## config.mk

```make
export PLATFORM = sky130hd
export DESIGN_NAME = xeng_run_ctrl
export DESIGN_NICKNAME = d
export VERILOG_FILES = /design/src/rtl/xeng_pkg.sv /design/src/rtl/xeng_chan_fsm.sv /design/src/rtl/xeng_cause_bank.sv /design/src/rtl/xeng_run_ctrl.sv
export SDC_FILE = /design/constraint.sdc
export NUM_CORES = 1
export LEC_CHECK = 0
export ABC_AREA = 0
export CORE_UTILIZATION = 42
export DETAILED_ROUTE_END_ITERATION = 16
export GPL_TIMING_DRIVEN = 0
export PLACE_DENSITY = 0.89
export SYNTH_ARGS = -nofsm -noshare
export SYNTH_HDL_FRONTEND = slang
export SYNTH_SLANG_ARGS = --single-unit
```

## constraint.sdc

```tcl
create_clock -name clk -period 1.82 [get_ports clk]
set_input_delay 0.273 -clock clk [delete_from_list [all_inputs] [get_ports clk]]
set_output_delay 0.273 -clock clk [all_outputs]
set_load 0.01 [all_outputs]
```

## src/rtl/xeng_pkg.sv

```systemverilog
package xeng_pkg;

    typedef enum logic [1:0] {
        ST_IDLE = 2'd0,
        ST_RUN  = 2'd1,
        ST_HALT = 2'd2
    } run_state_e;

    // activation command bit positions
    localparam int CMD_GO     = 0;
    localparam int CMD_KILL   = 1;
    localparam int CMD_HOLD   = 2;
    localparam int CMD_RESUME = 3;
    localparam int CMD_W      = 4;

    // status field position in the activation word
    localparam int STAT_LSB = 4;

    // per-lane flag positions
    localparam int LB_EOD   = 0;
    localparam int LB_EOC   = 1;
    localparam int LB_STOP  = 2;
    localparam int LB_PAUSE = 3;
    localparam int LB_ACC   = 5;
    localparam int LB_WP    = 6;
    localparam int LB_OWN   = 7;

endpackage

```

## src/rtl/xeng_chan_fsm.sv

```systemverilog
module xeng_chan_fsm
    import xeng_pkg::*;
(
    input  logic              clk,
    input  logic              rst_n,
    input  logic              cmd_wr,
    input  logic [CMD_W-1:0]  cmd,
    input  logic              ev_eod,
    input  logic              ev_eoc,
    output run_state_e        state_o,
    output logic              set_eod,
    output logic              set_eoc,
    output logic              set_stop,
    output logic              set_pause
);

    typedef struct packed {
        run_state_e st;
    } chan_q_t;

    chan_q_t cur_q, nxt_d;

    logic kill_d, hold_d, go_d, resume_d;

    always_comb begin
        // priority resolution: stop, then pause, then start/restart
        kill_d   = cmd_wr & cmd[CMD_KILL];
        hold_d   = cmd_wr & cmd[CMD_HOLD] & ~cmd[CMD_KILL];
        go_d     = cmd_wr & cmd[CMD_GO] & ~cmd[CMD_KILL] & ~cmd[CMD_HOLD];
        resume_d = cmd_wr & cmd[CMD_RESUME] & ~cmd[CMD_KILL] & ~cmd[CMD_HOLD];

        nxt_d     = cur_q;
        set_stop  = 1'b0;
        set_pause = 1'b0;
        set_eod   = ev_eod & (cur_q.st == ST_RUN);
        set_eoc   = ev_eoc & (cur_q.st == ST_RUN);

        unique case (cur_q.st)
            ST_IDLE: begin
                if (go_d) nxt_d.st = ST_RUN;
            end
            ST_RUN: begin
                if (kill_d) begin
                    nxt_d.st = ST_IDLE;
                    set_stop = 1'b1;
                end else if (hold_d) begin
                    nxt_d.st  = ST_HALT;
                    set_pause = 1'b1;
                end else if (ev_eoc) begin
                    nxt_d.st = ST_IDLE;
                end
            end
            ST_HALT: begin
                if (kill_d) begin
                    nxt_d.st = ST_IDLE;
                    set_stop = 1'b1;
                end else if (resume_d) begin
                    nxt_d.st = ST_RUN;
                end
            end
            default: nxt_d.st = ST_IDLE;
        endcase
    end

    always_ff @(posedge clk or negedge rst_n) begin
        if (!rst_n) cur_q <= '{st: ST_IDLE};
        else        cur_q <= nxt_d;
    end

    assign state_o = cur_q.st;

    assert_legal_state_R7: assert property (@(posedge clk) disable iff (!rst_n)
        cur_q.st != 2'd3);

    assert_start_R2: assert property (@(posedge clk) disable iff (!rst_n)
        (cmd_wr && cmd[CMD_GO] && !cmd[CMD_KILL] && !cmd[CMD_HOLD] && cur_q.st == ST_IDLE)
        |=> (cur_q.st == ST_RUN));

    assert_pause_R3: assert property (@(posedge clk) disable iff (!rst_n)
        (cmd_wr && cmd[CMD_HOLD] && !cmd[CMD_KILL] && cur_q.st == ST_RUN)
        |=> (cur_q.st == ST_HALT));

    assert_restart_R4: assert property (@(posedge clk) disable iff (!rst_n)
        (cmd_wr && cmd[CMD_RESUME] && !cmd[CMD_KILL] && !cmd[CMD_HOLD] && cur_q.st == ST_HALT)
        |=> (cur_q.st == ST_RUN));

    assert_stop_R5: assert property (@(posedge clk) disable iff (!rst_n)
        (cmd_wr && cmd[CMD_KILL]) |=> (cur_q.st == ST_IDLE));

    assert_chain_end_R8: assert property (@(posedge clk) disable iff (!rst_n)
        (ev_eoc && cur_q.st == ST_RUN && !(cmd_wr && (cmd[CMD_KILL] || cmd[CMD_HOLD])))
        |=> (cur_q.st == ST_IDLE));

    assert_no_cmd_hold_R6: assert property (@(posedge clk) disable iff (!rst_n)
        (!cmd_wr && !ev_eoc) |=> $stable(cur_q.st));

endmodule

```

## src/rtl/xeng_cause_bank.sv

```systemverilog
module xeng_cause_bank #(
    parameter int          NUM_CH    = 2,
    parameter int          LANE_W    = 16,
    parameter logic [15:0] LANE_IMPL = 16'h00EF,
    localparam int         CAUSE_W   = NUM_CH * LANE_W
) (
    input  logic               clk,
    input  logic               rst_n,
    input  logic               cause_wr,
    input  logic               mask_wr,
    input  logic [CAUSE_W-1:0] wdata,
    input  logic [CAUSE_W-1:0] hw_set,
    output logic [CAUSE_W-1:0] cause_o,
    output logic [CAUSE_W-1:0] mask_o,
    output logic               irq_o
);

    logic [CAUSE_W-1:0] impl_vec;

    for (genvar c = 0; c < NUM_CH; c++) begin : g_impl
        assign impl_vec[c*LANE_W +: LANE_W] = LANE_W'(LANE_IMPL);
    end

    typedef struct packed {
        logic [CAUSE_W-1:0] cause;
        logic [CAUSE_W-1:0] mask;
        logic               irq;
    } bank_q_t;

    bank_q_t cur_q, nxt_d;

    always_comb begin
        nxt_d = cur_q;
        if (cause_wr) nxt_d.cause = cur_q.cause & wdata;
        nxt_d.cause = (nxt_d.cause | hw_set) & impl_vec;
        if (mask_wr) nxt_d.mask = wdata & impl_vec;
        nxt_d.irq = |(cur_q.cause & cur_q.mask);
    end

    always_ff @(posedge clk or negedge rst_n) begin
        if (!rst_n) cur_q <= '0;
        else        cur_q <= nxt_d;
    end

    assign cause_o = cur_q.cause;
    assign mask_o  = cur_q.mask;
    assign irq_o   = cur_q.irq;

    assert_hw_set_wins_R11: assert property (@(posedge clk) disable iff (!rst_n)
        (|(hw_set & impl_vec)) |=> ((cur_q.cause & $past(hw_set & impl_vec)) == $past(hw_set & impl_vec)));

    assert_irq_quiet_R12: assert property (@(posedge clk) disable iff (!rst_n)
        (~|(cur_q.cause & cur_q.mask)) |=> !cur_q.irq);

    assert_irq_raise_R12: assert property (@(posedge clk) disable iff (!rst_n)
        (|(cur_q.cause & cur_q.mask)) |=> cur_q.irq);

    assert_unimpl_zero_R13: assert property (@(posedge clk) disable iff (!rst_n)
        ((cur_q.cause | cur_q.mask) & ~impl_vec) == '0);

    assert_hold_no_write_R11: assert property (@(posedge clk) disable iff (!rst_n)
        (!cause_wr) |=> ((cur_q.cause & $past(cur_q.cause)) == $past(cur_q.cause)));

endmodule

```

## src/rtl/xeng_run_ctrl.sv

```systemverilog
module xeng_run_ctrl
    import xeng_pkg::*;
#(
    parameter int NUM_CH = 2,
    parameter int LANE_W = 16,
    parameter int ADDR_W = 4,
    parameter int DATA_W = 32
) (
    input  logic                clk,
    input  logic                rst_n,
    input  logic                reg_wr,
    input  logic [ADDR_W-1:0]   reg_addr,
    input  logic [DATA_W-1:0]   reg_wdata,
    output logic [DATA_W-1:0]   reg_rdata,
    input  logic [NUM_CH-1:0]   ev_eod,
    input  logic [NUM_CH-1:0]   ev_eoc,
    input  logic [NUM_CH-1:0]   ev_acc_err,
    input  logic [NUM_CH-1:0]   ev_wp_err,
    input  logic [NUM_CH-1:0]   ev_own_err,
    output logic [2*NUM_CH-1:0] ch_status,
    output logic                irq
);

    localparam int              CAUSE_W    = NUM_CH * LANE_W;
    localparam int              CH_IDX_W   = (NUM_CH > 1) ? $clog2(NUM_CH) : 1;
    localparam logic [ADDR_W-1:0] CAUSE_ADDR = ADDR_W'(NUM_CH);
    localparam logic [ADDR_W-1:0] MASK_ADDR  = ADDR_W'(NUM_CH + 1);

    run_state_e         st_arr [NUM_CH];
    logic [CAUSE_W-1:0] hw_set;
    logic [CAUSE_W-1:0] cause_q, mask_q;
    logic               cause_wr, mask_wr;

    assign cause_wr = reg_wr & (reg_addr == CAUSE_ADDR);
    assign mask_wr  = reg_wr & (reg_addr == MASK_ADDR);

    for (genvar c = 0; c < NUM_CH; c++) begin : g_ch
        logic cmd_wr;
        logic s_eod, s_eoc, s_stop, s_pause;

        assign cmd_wr = reg_wr & (reg_addr == ADDR_W'(c));

        xeng_chan_fsm u_fsm (
            .clk       (clk),
            .rst_n     (rst_n),
            .cmd_wr    (cmd_wr),
            .cmd       (reg_wdata[CMD_W-1:0]),
            .ev_eod    (ev_eod[c]),
            .ev_eoc    (ev_eoc[c]),
            .state_o   (st_arr[c]),
            .set_eod   (s_eod),
            .set_eoc   (s_eoc),
            .set_stop  (s_stop),
            .set_pause (s_pause)
        );

        always_comb begin
            hw_set[c*LANE_W +: LANE_W]           = '0;
            hw_set[c*LANE_W + LB_EOD]   = s_eod;
            hw_set[c*LANE_W + LB_EOC]   = s_eoc;
            hw_set[c*LANE_W + LB_STOP]  = s_stop;
            hw_set[c*LANE_W + LB_PAUSE] = s_pause;
            hw_set[c*LANE_W + LB_ACC]   = ev_acc_err[c];
            hw_set[c*LANE_W + LB_WP]    = ev_wp_err[c];
            hw_set[c*LANE_W + LB_OWN]   = ev_own_err[c];
        end

        assign ch_status[2*c +: 2] = st_arr[c];
    end

    xeng_cause_bank #(
        .NUM_CH (NUM_CH),
        .LANE_W (LANE_W)
    ) u_bank (
        .clk      (clk),
        .rst_n    (rst_n),
        .cause_wr (cause_wr),
        .mask_wr  (mask_wr),
        .wdata    (reg_wdata[CAUSE_W-1:0]),
        .hw_set   (hw_set),
        .cause_o  (cause_q),
        .mask_o   (mask_q),
        .irq_o    (irq)
    );

    always_comb begin
        reg_rdata = '0;
        if (reg_addr < CAUSE_ADDR) begin
            reg_rdata[STAT_LSB +: 2] = st_arr[reg_addr[CH_IDX_W-1:0]];
        end else if (reg_addr == CAUSE_ADDR) begin
            reg_rdata[CAUSE_W-1:0] = cause_q;
        end else if (reg_addr == MASK_ADDR) begin
            reg_rdata[CAUSE_W-1:0] = mask_q;
        end
    end

    assert_cmd_reads_zero_R7: assert property (@(posedge clk) disable iff (!rst_n)
        (reg_addr < CAUSE_ADDR) |-> (reg_rdata[CMD_W-1:0] == '0));

    assert_stop_flag_R5: assert property (@(posedge clk) disable iff (!rst_n)
        (reg_wr && reg_addr == '0 && reg_wdata[CMD_KILL] && ch_status[1:0] != 2'd0)
        |=> cause_q[LB_STOP]);

endmodule

```

==> impl_metrics.py <==
metrics = {
    "run_status": {
        "outcome": "finished, final reports clean",
    },
    "clock_network": {
        "cts_hold_buf": 0,
        "path_clk_slew_ps": 70,
        "root_buffer": "clkbuf_8",
        "cts_tree": "built",
        "cts_num_sinks": 33,
        "htree_levels": 2,
        "clk_latency_ps": 280,
        "clock_path_buffers": 2,
        "numCtsBuffers": 5,
    },
    "critical_path": {
        "rr_worst_depth": 7,
        "startpoint": "reg_wr",
        "path_max_fanout": 5,
        "crit_type": "primary input to flop",
        "cp-endpoint": "g_ch[0].u_fsm.state_o[1]",
        "r2r_start": "g_ch[0].u_fsm.state_o[0]",
        "start_kind": "primary input",
        "rrSetupSlack_ps": 100,
        "end_kind": "flop",
        "crit_chain": "clkdlybuf4s50_1, nor4b_4, and2b_4, o21ai_2, a21oi_2, mux2_1",
        "crit_slowest_cell": "clkdlybuf4s50_1",
        "arrival_ps": 1960,
        "critPathRequiredTime_ps": 1980,
        "r2r_end": "g_ch[0].u_fsm.state_o[1]",
        "crit_path_max_incr_delay_ps": 550,
    },
    "logic_synthesis": {
        "async_reset_ff_frac": 1.00,
        "synth_edf_count": 0,
        "syn_avg_cell_area_um2": 10.6,
        "synthDistinctLibCells": 37,
        "ys_ff_latch": 33,
        "synth_top_area_share": 0.423,
        "synth_area_um2": 1950,
        "yosys-top-cells-area": "dfrtp_1 42%, mux2_2 6.9%, buf_4 6.5%",
        "yosys_most_used_dff": "dfrtp_1",
        "yosys_warnings": 0,
        "yosysSeqAreaShare": 0.423,
        "synth.most_common_cell": "dfrtp_1",
        "syn_inst": 184,
        "synth.top_cells.by_count": "33 x dfrtp_1, 17 x buf_4, 14 x a22o_1, 14 x nand2_1, 14 x o21ai_0",
        "yosysTopAreaCell": "dfrtp_1",
    },
    "min_path": {
        "hold_class": "primary input to asynchronous set/reset pin",
    },
    "timing": {
        "clock_skew_ps": 5.94,
        "relSlewSlack": 0.496,
        "tightest_slew_ps": 755,
        "finalMaxSlewViolations": 0,
        "rsz0062_at_grt": "no",
        "period_needed_ps": 1790,
        "worst_slack_ps": 26.3,
        "final-hold-violation-count": 0,
        "max_freq_mhz": 558,
        "final-setup-viol-count": 0,
        "finalCritPeriodShare": 0.986,
    },
    "placement": {
        "finalWeightedCongestion": 0.828,
        "dpl_cell_area_um2": 2550,
        "pre_cts_ws_ps": -951,
        "hpwl_um": 3500,
        "port_buffers": 48,
    },
    "floorplan": {
        "fp.dieH_um": 70.2,
        "rows": 24,
        "dieArea_um2": 4920,
        "coreArea_um2": 4410,
        "io_pins": 86,
        "start_util": 0.442,
        "die_width_um": 70.2,
    },
    "power_and_ir_drop": {
        "power_density_nw_per_um2": 905,
        "p_leak_nw": 1.28,
        "peakVddDrop_mv": 0.477,
    },
    "grt": {
        "grt_usage": 0.210,
        "grt_max_degree": 34,
        "grt_pass1_vias": 1717,
        "grt_pass1_wl_um": 8020,
        "use_met1": 0.252,
        "gr-usage-met3": 0.0750,
        "grt_antenna_before_repair": 0,
        "gr-total-overflow": 0,
        "top_usage_layer": "met2",
        "grtUsageMet2": 0.350,
    },
    "route": {
        "wl_per_cell_um": 15.2,
        "detail-route-antenna-nets": 0,
        "wirelength_um": 4790,
        "via_per_inst": 5.20,
        "drt_drc_violations_left": 0,
        "drtIter0Drc": 85,
        "drt_first_pass_iters": 4,
        "via_count": 1642,
    },
    "finish": {
        "final_core_util": 0.615,
        "final_layout_size_suffix_gt1_frac": 0.295,
        "antenna_cells": 0,
        "design_area_um2": 2710,
        "n_fill_cell": 376,
        "area_delta_synth_final_pct": 39.0,
        "finish.net_count": 320,
    },
    "flow_run": {
        "drv_cap": 0,
    },
}
-- power breakdown --
group	switching [W]	internal [W]	total [W]
logic	0.000350	0.000397	0.000747
registers	0.000126	0.000870	0.000996
clock network	0.000267	0.000446	0.000714
total	0.000743	0.00171	0.00246
-- how the worst min path moves through the flow --
stage,depth (start not counted),endpoint,slack (ps)
2_1_floorplan,0,g_ch[0].u_fsm.state_o[0],-20
3_3_place_gp,1,u_bank.mask_o[23],510
3_5_place_dp,1,u_bank.cause_o[1],380
4_1_cts,1,u_bank.cause_o[1],80
5_1_grt,1,u_bank.cause_o[0],120
6_report,1,u_bank.cause_o[1],50
-- cell usage in the layout, fill, tap and decap left out, types with 4 or more instances in the layout --
| cell type | count |
|---|---|
| dfrtp_1 | 31 |
| clkdlybuf4s50_1 | 29 |
| ha_1 | 8 |
| nand2b_1 | 8 |
| clkbuf_8 | 8 |
| buf_4 | 26 |
| nand2_1 | 14 |
| inv_1 | 8 |
| a22o_1 | 14 |
| o21ai_0 | 14 |
| a22oi_1 | 4 |
| buf_2 | 4 |
| dlygate4sd2_1 | 6 |
| conb_1 | 17 |
| a21oi_1 | 5 |
| mux2_2 | 12 |
| nor2_1 | 5 |
| clkbuf_2 | 7 |
-- metrics by stage --
step / instances / hold WS [ps] / total power [W] / TNS, ps
after detailed placement: 300 / 385 / 0.00173 / -20200
after floorplan: 200 / -22.6 / 0.00144 / 0
final: 316 / 53.4 / 0.00246 / 0
after global routing: 316 / 117 / 0.00261 / 0
after CTS: 314 / 81.3 / 0.00247 / 0
after global placement: 300 / 506 / 0.00169 / -23610
-- repair_timing --
item,in CTS,in global routing
endpoints found under the setup margin,26,10
gates resized for setup,55,11
buffers inserted,6,2
pin swaps,1,0
-- cell families (layout without fill, tap and decap cells) --
group / after synthesis / count (layout) / share of synthesized area
and+or+nand+nor: 41 / 41 / 0.124
other: 1 / 17 / 0.00192
buffers and inverters: 32 / 96 / 0.100
AOI/OAI and AO/OA: 49 / 49 / 0.174
DFF: 33 / 33 / 0.423
muxes: 20 / 20 / 0.126
adders and majority gates: 8 / 8 / 0.0513
-- worst max-delay path, delay by kind of cell --
kind / cells / cell delay, ps
simple gates: 2 / 520
compound gates: 2 / 270
mux: 1 / 340
buf+inv: 1 / 550
-- cell type report --
| cell class | count | area (µm²) | share of cell area |
|---|---|---|---|
| multi-input cells | 135 | 998 | 0.368 |
| flip-flops and latches | 33 | 828 | 0.305 |
| repair buffers | 56 | 488 | 0.180 |
| plain buffers | 24 | 188 | 0.0692 |
| clock buffers | 7 | 86.3 | 0.0318 |
| well taps | 52 | 65.1 | 0.0240 |
| clock inverters | 1 | 30.0 | 0.0111 |
| inverters | 8 | 30.0 | 0.0111 |
-- flip-flops by register name, summed over array words and instances (netlist names) --
signal,flops
g_ch.u_fsm.state_o,4
u_bank.irq_o,1
u_bank.mask_o,14
u_bank.cause_o,14
-- per-layer routing --
layer	wire length, µm	vias to the layer above
met1	1990	779
met4	74	0
li1	-	776
met3	348	11
met2	2380	76
met5	0	-
(Power assumes the default switching activity.)
